### config.mk
export PLATFORM = sky130hd
export DESIGN_NAME = lane_crossing_rules
export DESIGN_NICKNAME = d
export VERILOG_FILES = /design/src/rtl/lcr_pkg.sv /design/src/rtl/lcr_terrain.sv /design/src/rtl/lcr_death_timer.sv /design/src/rtl/lane_crossing_rules.sv
export SDC_FILE = /design/constraint.sdc
export NUM_CORES = 1
export LEC_CHECK = 0
export ABC_CLOCK_PERIOD_IN_PS = 1960
export BUFFER_PORTS_ARGS = -buffer_cell sky130_fd_sc_hd__buf_2
export CAP_MARGIN = 15
export CORE_UTILIZATION = 51
export CTS_CLUSTER_SIZE = 30
export DETAILED_ROUTE_END_ITERATION = 8
export PLACE_DENSITY = 0.76
export SYNTH_ARGS = -nofsm -noshare
export SYNTH_HDL_FRONTEND = slang
export SYNTH_HIERARCHICAL = 1
export SYNTH_SLANG_ARGS = --single-unit
### constraint.sdc
create_clock -name clk -period 1.96 [get_ports clk]
set_input_delay 0.294 -clock clk [delete_from_list [all_inputs] [get_ports clk]]
set_output_delay 0.294 -clock clk [all_outputs]
set_load 0.02 [all_outputs]
### src/rtl/lcr_pkg.sv
package lcr_pkg;

  typedef enum logic [2:0] {
    ST_GRASS = 3'd0,
    ST_ROAD  = 3'd1,
    ST_RIVER = 3'd2,
    ST_DEAD  = 3'd3,
    ST_WIN   = 3'd4
  } state_e;

  typedef enum logic [1:0] {
    TR_GRASS = 2'd0,
    TR_ROAD  = 2'd1,
    TR_WATER = 2'd2
  } terrain_e;

  // Grass wins over road; anything that is neither is water.
  function automatic terrain_e classify(input logic all_grass, input logic any_road);
    if (all_grass)     return TR_GRASS;
    else if (any_road) return TR_ROAD;
    else               return TR_WATER;
  endfunction

  function automatic logic is_fatal(input terrain_e tr, input logic car, input logic log_hit);
    case (tr)
      TR_ROAD:  return car;
      TR_WATER: return !log_hit;
      default:  return 1'b0;
    endcase
  endfunction

  function automatic state_e terrain_state(input terrain_e tr);
    case (tr)
      TR_ROAD:  return ST_ROAD;
      TR_WATER: return ST_RIVER;
      default:  return ST_GRASS;
    endcase
  endfunction

  function automatic logic is_alive(input state_e st);
    return (st == ST_GRASS) || (st == ST_ROAD) || (st == ST_RIVER);
  endfunction

endpackage

### src/rtl/lcr_terrain.sv
module lcr_terrain
  import lcr_pkg::*;
#(
  parameter int ROW_W = 4
) (
  input  logic             bg_all_grass,
  input  logic             bg_any_road,
  input  logic             obj_any_car,
  input  logic             obj_any_log,
  input  logic             obj_any_goal,
  input  logic [ROW_W-1:0] row_idx,
  output terrain_e         terrain,
  output logic             goal_hit,
  output logic             fatal,
  output logic             log_ride
);
  always_comb begin
    terrain  = classify(bg_all_grass, bg_any_road);
    goal_hit = obj_any_goal && (row_idx == '0);
    fatal    = is_fatal(terrain, obj_any_car, obj_any_log);
    log_ride = (terrain == TR_WATER) && obj_any_log;
  end
endmodule

### src/rtl/lcr_death_timer.sv
module lcr_death_timer #(
  parameter int DEATH_FRAMES = 180
) (
  input  logic clk,
  input  logic rst,
  input  logic clear,
  input  logic count_en,
  output logic expired
);
  localparam int TW = (DEATH_FRAMES > 1) ? $clog2(DEATH_FRAMES + 1) : 1;
  localparam logic [TW-1:0] LAST = TW'(DEATH_FRAMES - 1);

  logic [TW-1:0] cnt_q;

  assign expired = (cnt_q == LAST);

  always_ff @(posedge clk) begin
    if (rst || clear)             cnt_q <= '0;
    else if (count_en && !expired) cnt_q <= cnt_q + 1'b1;
  end
endmodule

### src/rtl/lane_crossing_rules.sv
module lane_crossing_rules
  import lcr_pkg::*;
#(
  parameter int DEATH_FRAMES = 180,
  parameter int ROW_W        = 4
) (
  input  logic             clk,
  input  logic             rst,
  input  logic             frame_tick,
  input  logic             bg_all_grass,
  input  logic             bg_any_road,
  input  logic             obj_any_car,
  input  logic             obj_any_log,
  input  logic             obj_any_goal,
  input  logic [ROW_W-1:0] row_idx,
  output logic             dead,
  output logic             respawn,
  output logic             on_log,
  output logic             win
);
  state_e   state_q, state_d;
  terrain_e terrain;
  logic     goal_hit, fatal, log_ride, expired;

  // Named internal events, brought out for the checker.
  logic alive_w, dead_state_w, death_now, win_now;

  lcr_terrain #(.ROW_W(ROW_W)) u_terrain (
    .bg_all_grass (bg_all_grass),
    .bg_any_road  (bg_any_road),
    .obj_any_car  (obj_any_car),
    .obj_any_log  (obj_any_log),
    .obj_any_goal (obj_any_goal),
    .row_idx      (row_idx),
    .terrain      (terrain),
    .goal_hit     (goal_hit),
    .fatal        (fatal),
    .log_ride     (log_ride)
  );

  assign alive_w      = is_alive(state_q);
  assign dead_state_w = (state_q == ST_DEAD);
  assign win_now      = alive_w && frame_tick && goal_hit;
  assign death_now    = alive_w && frame_tick && !goal_hit && fatal;

  lcr_death_timer #(.DEATH_FRAMES(DEATH_FRAMES)) u_timer (
    .clk      (clk),
    .rst      (rst),
    .clear    (death_now || respawn),
    .count_en (dead_state_w && frame_tick),
    .expired  (expired)
  );

  // Mealy outputs
  assign dead    = dead_state_w || death_now;
  assign respawn = dead_state_w && frame_tick && expired;
  assign on_log  = alive_w && log_ride;
  assign win     = (state_q == ST_WIN);

  always_comb begin
    state_d = state_q;
    case (state_q)
      ST_DEAD: if (respawn) state_d = ST_GRASS;
      ST_WIN:  state_d = ST_GRASS;
      default: begin
        if (frame_tick) begin
          if (win_now)        state_d = ST_WIN;
          else if (death_now) state_d = ST_DEAD;
          else                state_d = terrain_state(terrain);
        end
      end
    endcase
  end

  always_ff @(posedge clk) begin
    if (rst) state_q <= ST_GRASS;
    else     state_q <= state_d;
  end
endmodule

==> results.sh, run 1 <==
export IMPL_cp_max_fanout=4
export IMPL_design_portCount=16
export IMPL_synth_edff_count=0
export IMPL_numPlacedInstances=120
export IMPL_grt_util_all_layers=0.226
export IMPL_worst_clock_skew_ns=0.00197
export IMPL_drt_iter0_markers=15
export IMPL_placement_io_buffers=15
export IMPL_sequential_cell_area_sq_um=221
export IMPL_core_area_sq_um=1280
export IMPL_drt_total_wl_um=1550
export IMPL_fill_cells=111
export IMPL_clock_path_buffers=2
export IMPL_period_share=0.949
export IMPL_yosys_warnings=6
export IMPL_layout_setup_ws_ns=0.0995
export IMPL_vias=702
export IMPL_initial_core_utilization=0.546
export IMPL_routed_wire_length_per_instance_um=12.5
export IMPL_synth_area_per_cell_sq_um=7.98
export IMPL_async_flop_share=0
export IMPL_detail_route_first_pass_iterations=4
export IMPL_grt_antenna_before_repair=0
export IMPL_post_cts_setup_buffers=0
export IMPL_holdCritPathClass="primary input to register"
export IMPL_power_density_nw_per_um2=505
export IMPL_htree_num_levels=1
export IMPL_largest_net_degree_at_the_start_of_global_routing=8
export IMPL_tritoncts="yes"
export IMPL_syn_nets=102
export IMPL_arrival_time_worst_endpoint_ns=1.57
export IMPL_largest_incremental_delay_on_the_critical_path_ns=0.45
export IMPL_grt_pass1_vias=586
export IMPL_max_slew_worst_pin_slew_ns=0.453
export IMPL_ff2ff_path_depth=7
export IMPL_die_width_um=39.1
export IMPL_finalSetupViolCount=0
export IMPL_worstSetupEndpoint="respawn"
export IMPL_area_occupied_by_multi_input_gates_sq_um=479
export IMPL_cts_sink_cnt=11
export IMPL_syn_cell_area_sq_um=702
export IMPL_clock_pin_transition_on_the_worst_setup_and_hold_timing_paths_ns=0.06
export IMPL_max_vdd_ir_drop_mv=0.353
export IMPL_finalMaxSlewViolations=0
export IMPL_placement_setup_worst_slack_ns=0.0970
export IMPL_syn2layout_area_growth_pct=21.7
export IMPL_synth_lib_cells_used_distinct=34
export IMPL_ctsRootBufferMaster="sky130_fd_sc_hd__clkbuf_4"
export IMPL_cts_made_buffers=3
export IMPL_postSynthCellCount=88
export IMPL_final_hold_viol_count=0
export IMPL_reg2reg_slack_ns=0.12
export IMPL_critPathSlowestCell="sky130_fd_sc_hd__or3b_1"
export IMPL_placementRows=13
export IMPL_timing_final_crit_period_ns=1.86
export IMPL_grt_overflow_total=0
export IMPL_crit_path_start="u_timer/cnt_q[3]$_SDFFE_PP0P_"
export IMPL_antennaDiodeCount=0
export IMPL_slew_headroom=0.694
export IMPL_max_cap_viol_count=0
export IMPL_leakage_nw=0.341
export IMPL_finalNetCount=124
export IMPL_worst_hold_slack_ns=0.266
export IMPL_place_congestion=0.834
export IMPL_ys_seq_elements=11
export IMPL_path_class="register to output port"
export IMPL_finish_cell_count_without_fillers=124
export IMPL_outcome="complete, no violations"
export IMPL_grt_first_pass_wirelength_um=2330
export IMPL_clkLatencyLatePin_ns=0.26
export IMPL_regToRegStartpoint="u_timer/cnt_q[3]$_SDFFE_PP0P_"
export IMPL_crit_path_cell_trace="or3b_1 -> nor2_2 -> and2_1 -> buf_2"
export IMPL_max_freq_mhz=537
export IMPL_detailed_place_hpwl_um=1210
export IMPL_route_detailed_drc=0
export IMPL_synth_yosys_seq_area_share=0.314
export IMPL_drive_gt1_frac=0.275
export IMPL_worstReg2RegEnd="u_timer/cnt_q[5]$_SDFFE_PP0P_"
export IMPL_worstSetupEndpointType="output port"
export IMPL_worstPathRequired_ns=1.67
export IMPL_drt_vias_per_instance=5.66
export IMPL_drt_antenna_violating_nets=0
export IMPL_floorplan_die_area_sq_um=1530
export IMPL_synth_top_flop_cell="sky130_fd_sc_hd__dfxtp_1"
export IMPL_die_h_um=39.1
export IMPL_crit_path_start_kind="register"
-- registers in the layout, indices dropped and copies added (netlist names) --
signal         cells
u_timer/cnt_q      8
state_q            3
-- per-layer routing --
layer / part of all wire / up-vias / track usage
met2: 0.51 / 7 / 0.354
met1: 0.45 / 336 / 0.290
met4: 0 / 0 / 0.0259
met3: 0.031 / 0 / 0.104
met5: 0 / - / 0
li1: - / 359 / -
-- logic make-up after synthesis --
logic type | share of synthesized area
simple gates | 0.378
compound gates | 0.192
flops | 0.314
buf+inv | 0.0267
xor+xnor | 0.0250
mux | 0.0285
fa+ha+maj | 0.0356
-- worst min-delay path by stage --
stage,slack [ns],end,startpoint,cells past startpoint
3_5_place_dp,0.47,u_timer/cnt_q[7]$_SDFFE_PP0P_,u_timer/cnt_q[7]$_SDFFE_PP0P_,2
3_3_place_gp,0.47,u_timer/cnt_q[7]$_SDFFE_PP0P_,u_timer/cnt_q[7]$_SDFFE_PP0P_,2
4_1_cts,0.26,state_q[2]$_SDFFE_PP0P_,rst,2
2_1_floorplan,0.36,state_q[0]$_SDFFE_PP0P_,rst,1
6_report,0.27,state_q[2]$_SDFFE_PP0P_,rst,2
5_1_grt,0.26,state_q[2]$_SDFFE_PP0P_,rst,2
-- cells in the mapped netlist, drive strengths merged, types with 2 or more instances --
| master | n | area [sq um] |
|---|---|---|
| and2 | 3 | 18.8 |
| a21o | 2 | 15.0 |
| or2 | 2 | 12.5 |
| a21oi | 8 | 43.8 |
| nand4 | 3 | 25.0 |
| nand2b | 4 | 25.0 |
| mux2i | 2 | 20.0 |
| or3b | 2 | 17.5 |
| nand2 | 12 | 45.0 |
| nand4b | 2 | 17.5 |
| nor2 | 8 | 30.0 |
| or3 | 3 | 18.8 |
| inv | 5 | 18.8 |
| ha | 2 | 25.0 |
| dfxtp | 11 | 220 |
| o31ai | 2 | 15.0 |
| nand3 | 2 | 15.0 |
| o21ai | 3 | 15.0 |
-- cell type report --
class / instances / area share
Multi-Input combinational cell: 72 / 0.561
Clock buffer: 4 / 0.0307
Tap cell: 15 / 0.0220
Inverter: 5 / 0.0220
Timing Repair Buffer: 17 / 0.105
Sequential cell: 11 / 0.259
-- cells in the final DEF (no fill, tap or decap), drive strengths merged, types with 3 or more instances in the layout --
cell,Yosys,routed
dfxtp,11,11
buf,0,17
nand2b,4,4
clkbuf,0,4
or3,3,3
o21ai,3,3
nand4,3,3
nor2,8,8
inv,5,5
nand2,12,12
and2,3,3
a21oi,8,8
-- worst max-delay path: cells and delay by family, from the launching register on --
family	cells	cell delay [ns]
DFF	1	0.36
and+or+nand+nor	3	0.77
buffers and inverters	1	0.17
-- power breakdown --
part | leakage (nW) | total [mW] | switching (mW) | internal, mW
Combinational | 0.236 | 0.0536 | 0.0303 | 0.0234
Clock | 0.0150 | 0.149 | 0.0702 | 0.0788
Sequential | 0.0893 | 0.229 | 0.00298 | 0.226
-- stage by stage --
step                      area [sq um]  utilization  power, mW  TNS, ns
final                              855        0.665      0.431        0
after global routing               855        0.665      0.454  -0.0202
after CTS                          837        0.651      0.437        0
after detailed placement           811        0.631      0.286        0
after global placement             811        0.631      0.284        0
after floorplan                    702            -      0.263        0
-- what timing repair did --
item	CTS	global route
hold endpoints to repair	0	0
hold buffers	0	0
setup endpoints to repair	0	2
gates resized for setup	0	4
No activity file was read; power rests on OpenSTA's default activity.
==> run 2: changes to the inputs <==
--- a/config.mk
+++ b/config.mk
@@ -8,10 +8,11 @@
 export ABC_CLOCK_PERIOD_IN_PS = 1960
 export BUFFER_PORTS_ARGS = -buffer_cell sky130_fd_sc_hd__buf_2
 export CAP_MARGIN = 15
-export CORE_UTILIZATION = 51
+export CORE_UTILIZATION = 54
+export CTS_BUF_LIST = sky130_fd_sc_hd__clkbuf_2 sky130_fd_sc_hd__clkbuf_4 sky130_fd_sc_hd__clkbuf_8
 export CTS_CLUSTER_SIZE = 30
 export DETAILED_ROUTE_END_ITERATION = 8
-export PLACE_DENSITY = 0.76
+export PLACE_DENSITY = 0.8
 export SYNTH_ARGS = -nofsm -noshare
 export SYNTH_HDL_FRONTEND = slang
 export SYNTH_HIERARCHICAL = 1
==> run 2 against run 1 <==
Compared with the run above:
- clock-buffer cell count is the same
- routed wire length shrank 7.7%
- global-route usage increased by 1.2 points
- via count fell by 0.28%
- final cell count decreased by 0.81%
- register-to-register slack improved by 0.04 ns
- setup slack better by 0.019 ns
- sequential share of layout area increased by 0.24 points
- final area shrank 1.5%
- power grew 3.5%
- clock power is 11% higher
==> results.sh, run 2 (synthesis gave the netlist of run 1 again) <==
export IMPL_outcome="complete, no violations"
export IMPL_fill_cells=86
export IMPL_grt_overflow_total=0
export IMPL_placementRows=12
export IMPL_period_share=0.940
export IMPL_drt_antenna_violating_nets=0
export IMPL_grt_setup_unrepaired="false"
export IMPL_antennaDiodeCount=0
export IMPL_htree_num_levels=1
export IMPL_vias=700
export IMPL_drt_iter0_markers=15
export IMPL_path_class="register to output port"
export IMPL_detailed_place_hpwl_um=1130
export IMPL_drive_gt1_frac=0.266
export IMPL_total_power_of_the_final_layout_mw=0.446
export IMPL_post_dp_cell_area_sq_um=810
export IMPL_reg2reg_slack_ns=0.16
export IMPL_grt_pass1_vias=595
export IMPL_worst_hold_path_num_cells=2
export IMPL_ctsRootBufferMaster="sky130_fd_sc_hd__clkbuf_4"
export IMPL_route_detailed_drc=0
export IMPL_arrival_time_worst_endpoint_ns=1.55
export IMPL_stdcell_area_sq_um=842
export IMPL_layout_setup_ws_ns=0.119
export IMPL_clock_path_buffers=2
export IMPL_place_congestion=0.869
export IMPL_critPathSlowestCell="sky130_fd_sc_hd__dfxtp_1"
export IMPL_cp_max_fanout=5
export IMPL_max_slew_worst_pin_slew_ns=0.414
export IMPL_grt_util_all_layers=0.239
export IMPL_die_h_um=38.1
export IMPL_max_freq_mhz=543
export IMPL_worstPathRequired_ns=1.67
export IMPL_slew_headroom=0.723
export IMPL_regToRegStartpoint="u_timer/cnt_q[1]$_SDFFE_PP0P_"
export IMPL_timing_final_crit_period_ns=1.84
export IMPL_holdCritPathClass="primary input to register"
export IMPL_final_hold_viol_count=0
export IMPL_placement_setup_worst_slack_ns=0.170
export IMPL_clock_pin_transition_on_the_worst_setup_and_hold_timing_paths_ns=0.06
export IMPL_floorplan_die_area_sq_um=1450
export IMPL_cts_made_buffers=3
export IMPL_clkLatencyLatePin_ns=0.27
export IMPL_initial_core_utilization=0.607
export IMPL_placement_io_buffers=15
export IMPL_tritoncts="yes"
export IMPL_max_cap_viol_count=0
export IMPL_finalNetCount=124
export IMPL_syn2layout_area_growth_pct=20.0
export IMPL_finalSetupTns_ns=0
export IMPL_post_cts_setup_buffers=0
export IMPL_routed_wire_length_per_instance_um=11.7
export IMPL_die_width_um=38.1
export IMPL_max_vdd_ir_drop_mv=0.323
export IMPL_design_portCount=16
export IMPL_largest_net_degree_at_the_start_of_global_routing=8
export IMPL_crit_path_start_kind="register"
export IMPL_worstSetupEndpointType="output port"
export IMPL_power_density_nw_per_um2=530
export IMPL_drt_vias_per_instance=5.69
export IMPL_finalMaxSlewViolations=0
export IMPL_largest_register_ff_count=8
export IMPL_layout_commonest_cell="sky130_fd_sc_hd__buf_2"
export IMPL_worstReg2RegEnd="u_timer/cnt_q[5]$_SDFFE_PP0P_"
export IMPL_largest_incremental_delay_on_the_critical_path_ns=0.39
export IMPL_hp_start="rst"
export IMPL_finalSetupViolCount=0
export IMPL_worst_hold_slack_ns=0.267
export IMPL_commonest_cells_after_routing_fill_and_taps_aside="sky130_fd_sc_hd__buf_2, sky130_fd_sc_hd__nand2_1, sky130_fd_sc_hd__dfxtp_1"
export IMPL_cts_sink_cnt=11
export IMPL_drt_total_wl_um=1430
export IMPL_top_register="u_timer/cnt_q"
export IMPL_hold_end="state_q[2]$_SDFFE_PP0P_"
export IMPL_worst_clock_skew_ns=0.00412
export IMPL_detail_route_first_pass_iterations=4
export IMPL_leakage_nw=0.331
export IMPL_core_area_sq_um=1160
export IMPL_grt_antenna_before_repair=0
export IMPL_grt_first_pass_wirelength_um=2420
export IMPL_top_regs="u_timer/cnt_q: 8 flops, state_q: 3 flops"
export IMPL_crit_path_cell_trace="ha_1 -> nand4b_1 -> nor2_2 -> and2_1 -> buf_2"
export IMPL_ff2ff_path_depth=7
-- run 2: worst max-delay path: cells and delay by family (launching register included) --
family | cells | cell delay (ns)
DFF | 1 | 0.39
and+or+nand+nor | 3 | 0.51
adders and majority gates | 1 | 0.22
buffers and inverters | 1 | 0.16
-- run 2: what timing repair did --
item	CTS	global route
hold buffers	0	0
resized for setup	0	1
setup endpoints to repair	0	1
-- run 2: power breakdown --
group	internal (mW)	switching (mW)
combinational	0.0233	0.0290
sequential	0.226	0.00299
clock	0.0927	0.0726
-- run 2: worst max path at each step --
stage / from / to / slack [ns] / depth (start not counted)
after floorplan: u_timer/cnt_q[0]$_SDFFE_PP0P_ / u_timer/cnt_q[5]$_SDFFE_PP0P_ / 0.21 / 7
after global placement: row_idx[1] / u_timer/cnt_q[5]$_SDFFE_PP0P_ / 0.15 / 8
after detailed placement: row_idx[1] / u_timer/cnt_q[5]$_SDFFE_PP0P_ / 0.17 / 8
after CTS: u_timer/cnt_q[3]$_SDFFE_PP0P_ / respawn / 0.07 / 4
after global routing: state_q[1]$_SDFFE_PP0P_ / respawn / 0.005 / 4
final: u_timer/cnt_q[1]$_SDFFE_PP0P_ / respawn / 0.12 / 5
-- run 2: metal layers --
layer | track usage | vias to the layer above | share of wire
met5 | 0 | - | 0
met4 | 0.0536 | 0 | 0
met3 | 0.0872 | 0 | 0.052
met2 | 0.369 | 18 | 0.45
met1 | 0.314 | 321 | 0.50
li1 | - | 361 | -
-- run 2: stage by stage --
step | instances | utilization
floorplan | 88 | -
global placement | 119 | 0.700
detailed placement | 119 | 0.700
CTS | 123 | 0.726
global route | 123 | 0.728
finish | 123 | 0.728
-- run 2: final cells by class --
class	instances	area, sq um	share of cell area
well taps	14	17.5	0.0208
repair buffers	17	90.1	0.107
clock buffers	4	30.0	0.0357
inverters	5	18.8	0.0223
flip-flops and latches	11	220	0.262
multi-input cells	72	465	0.553
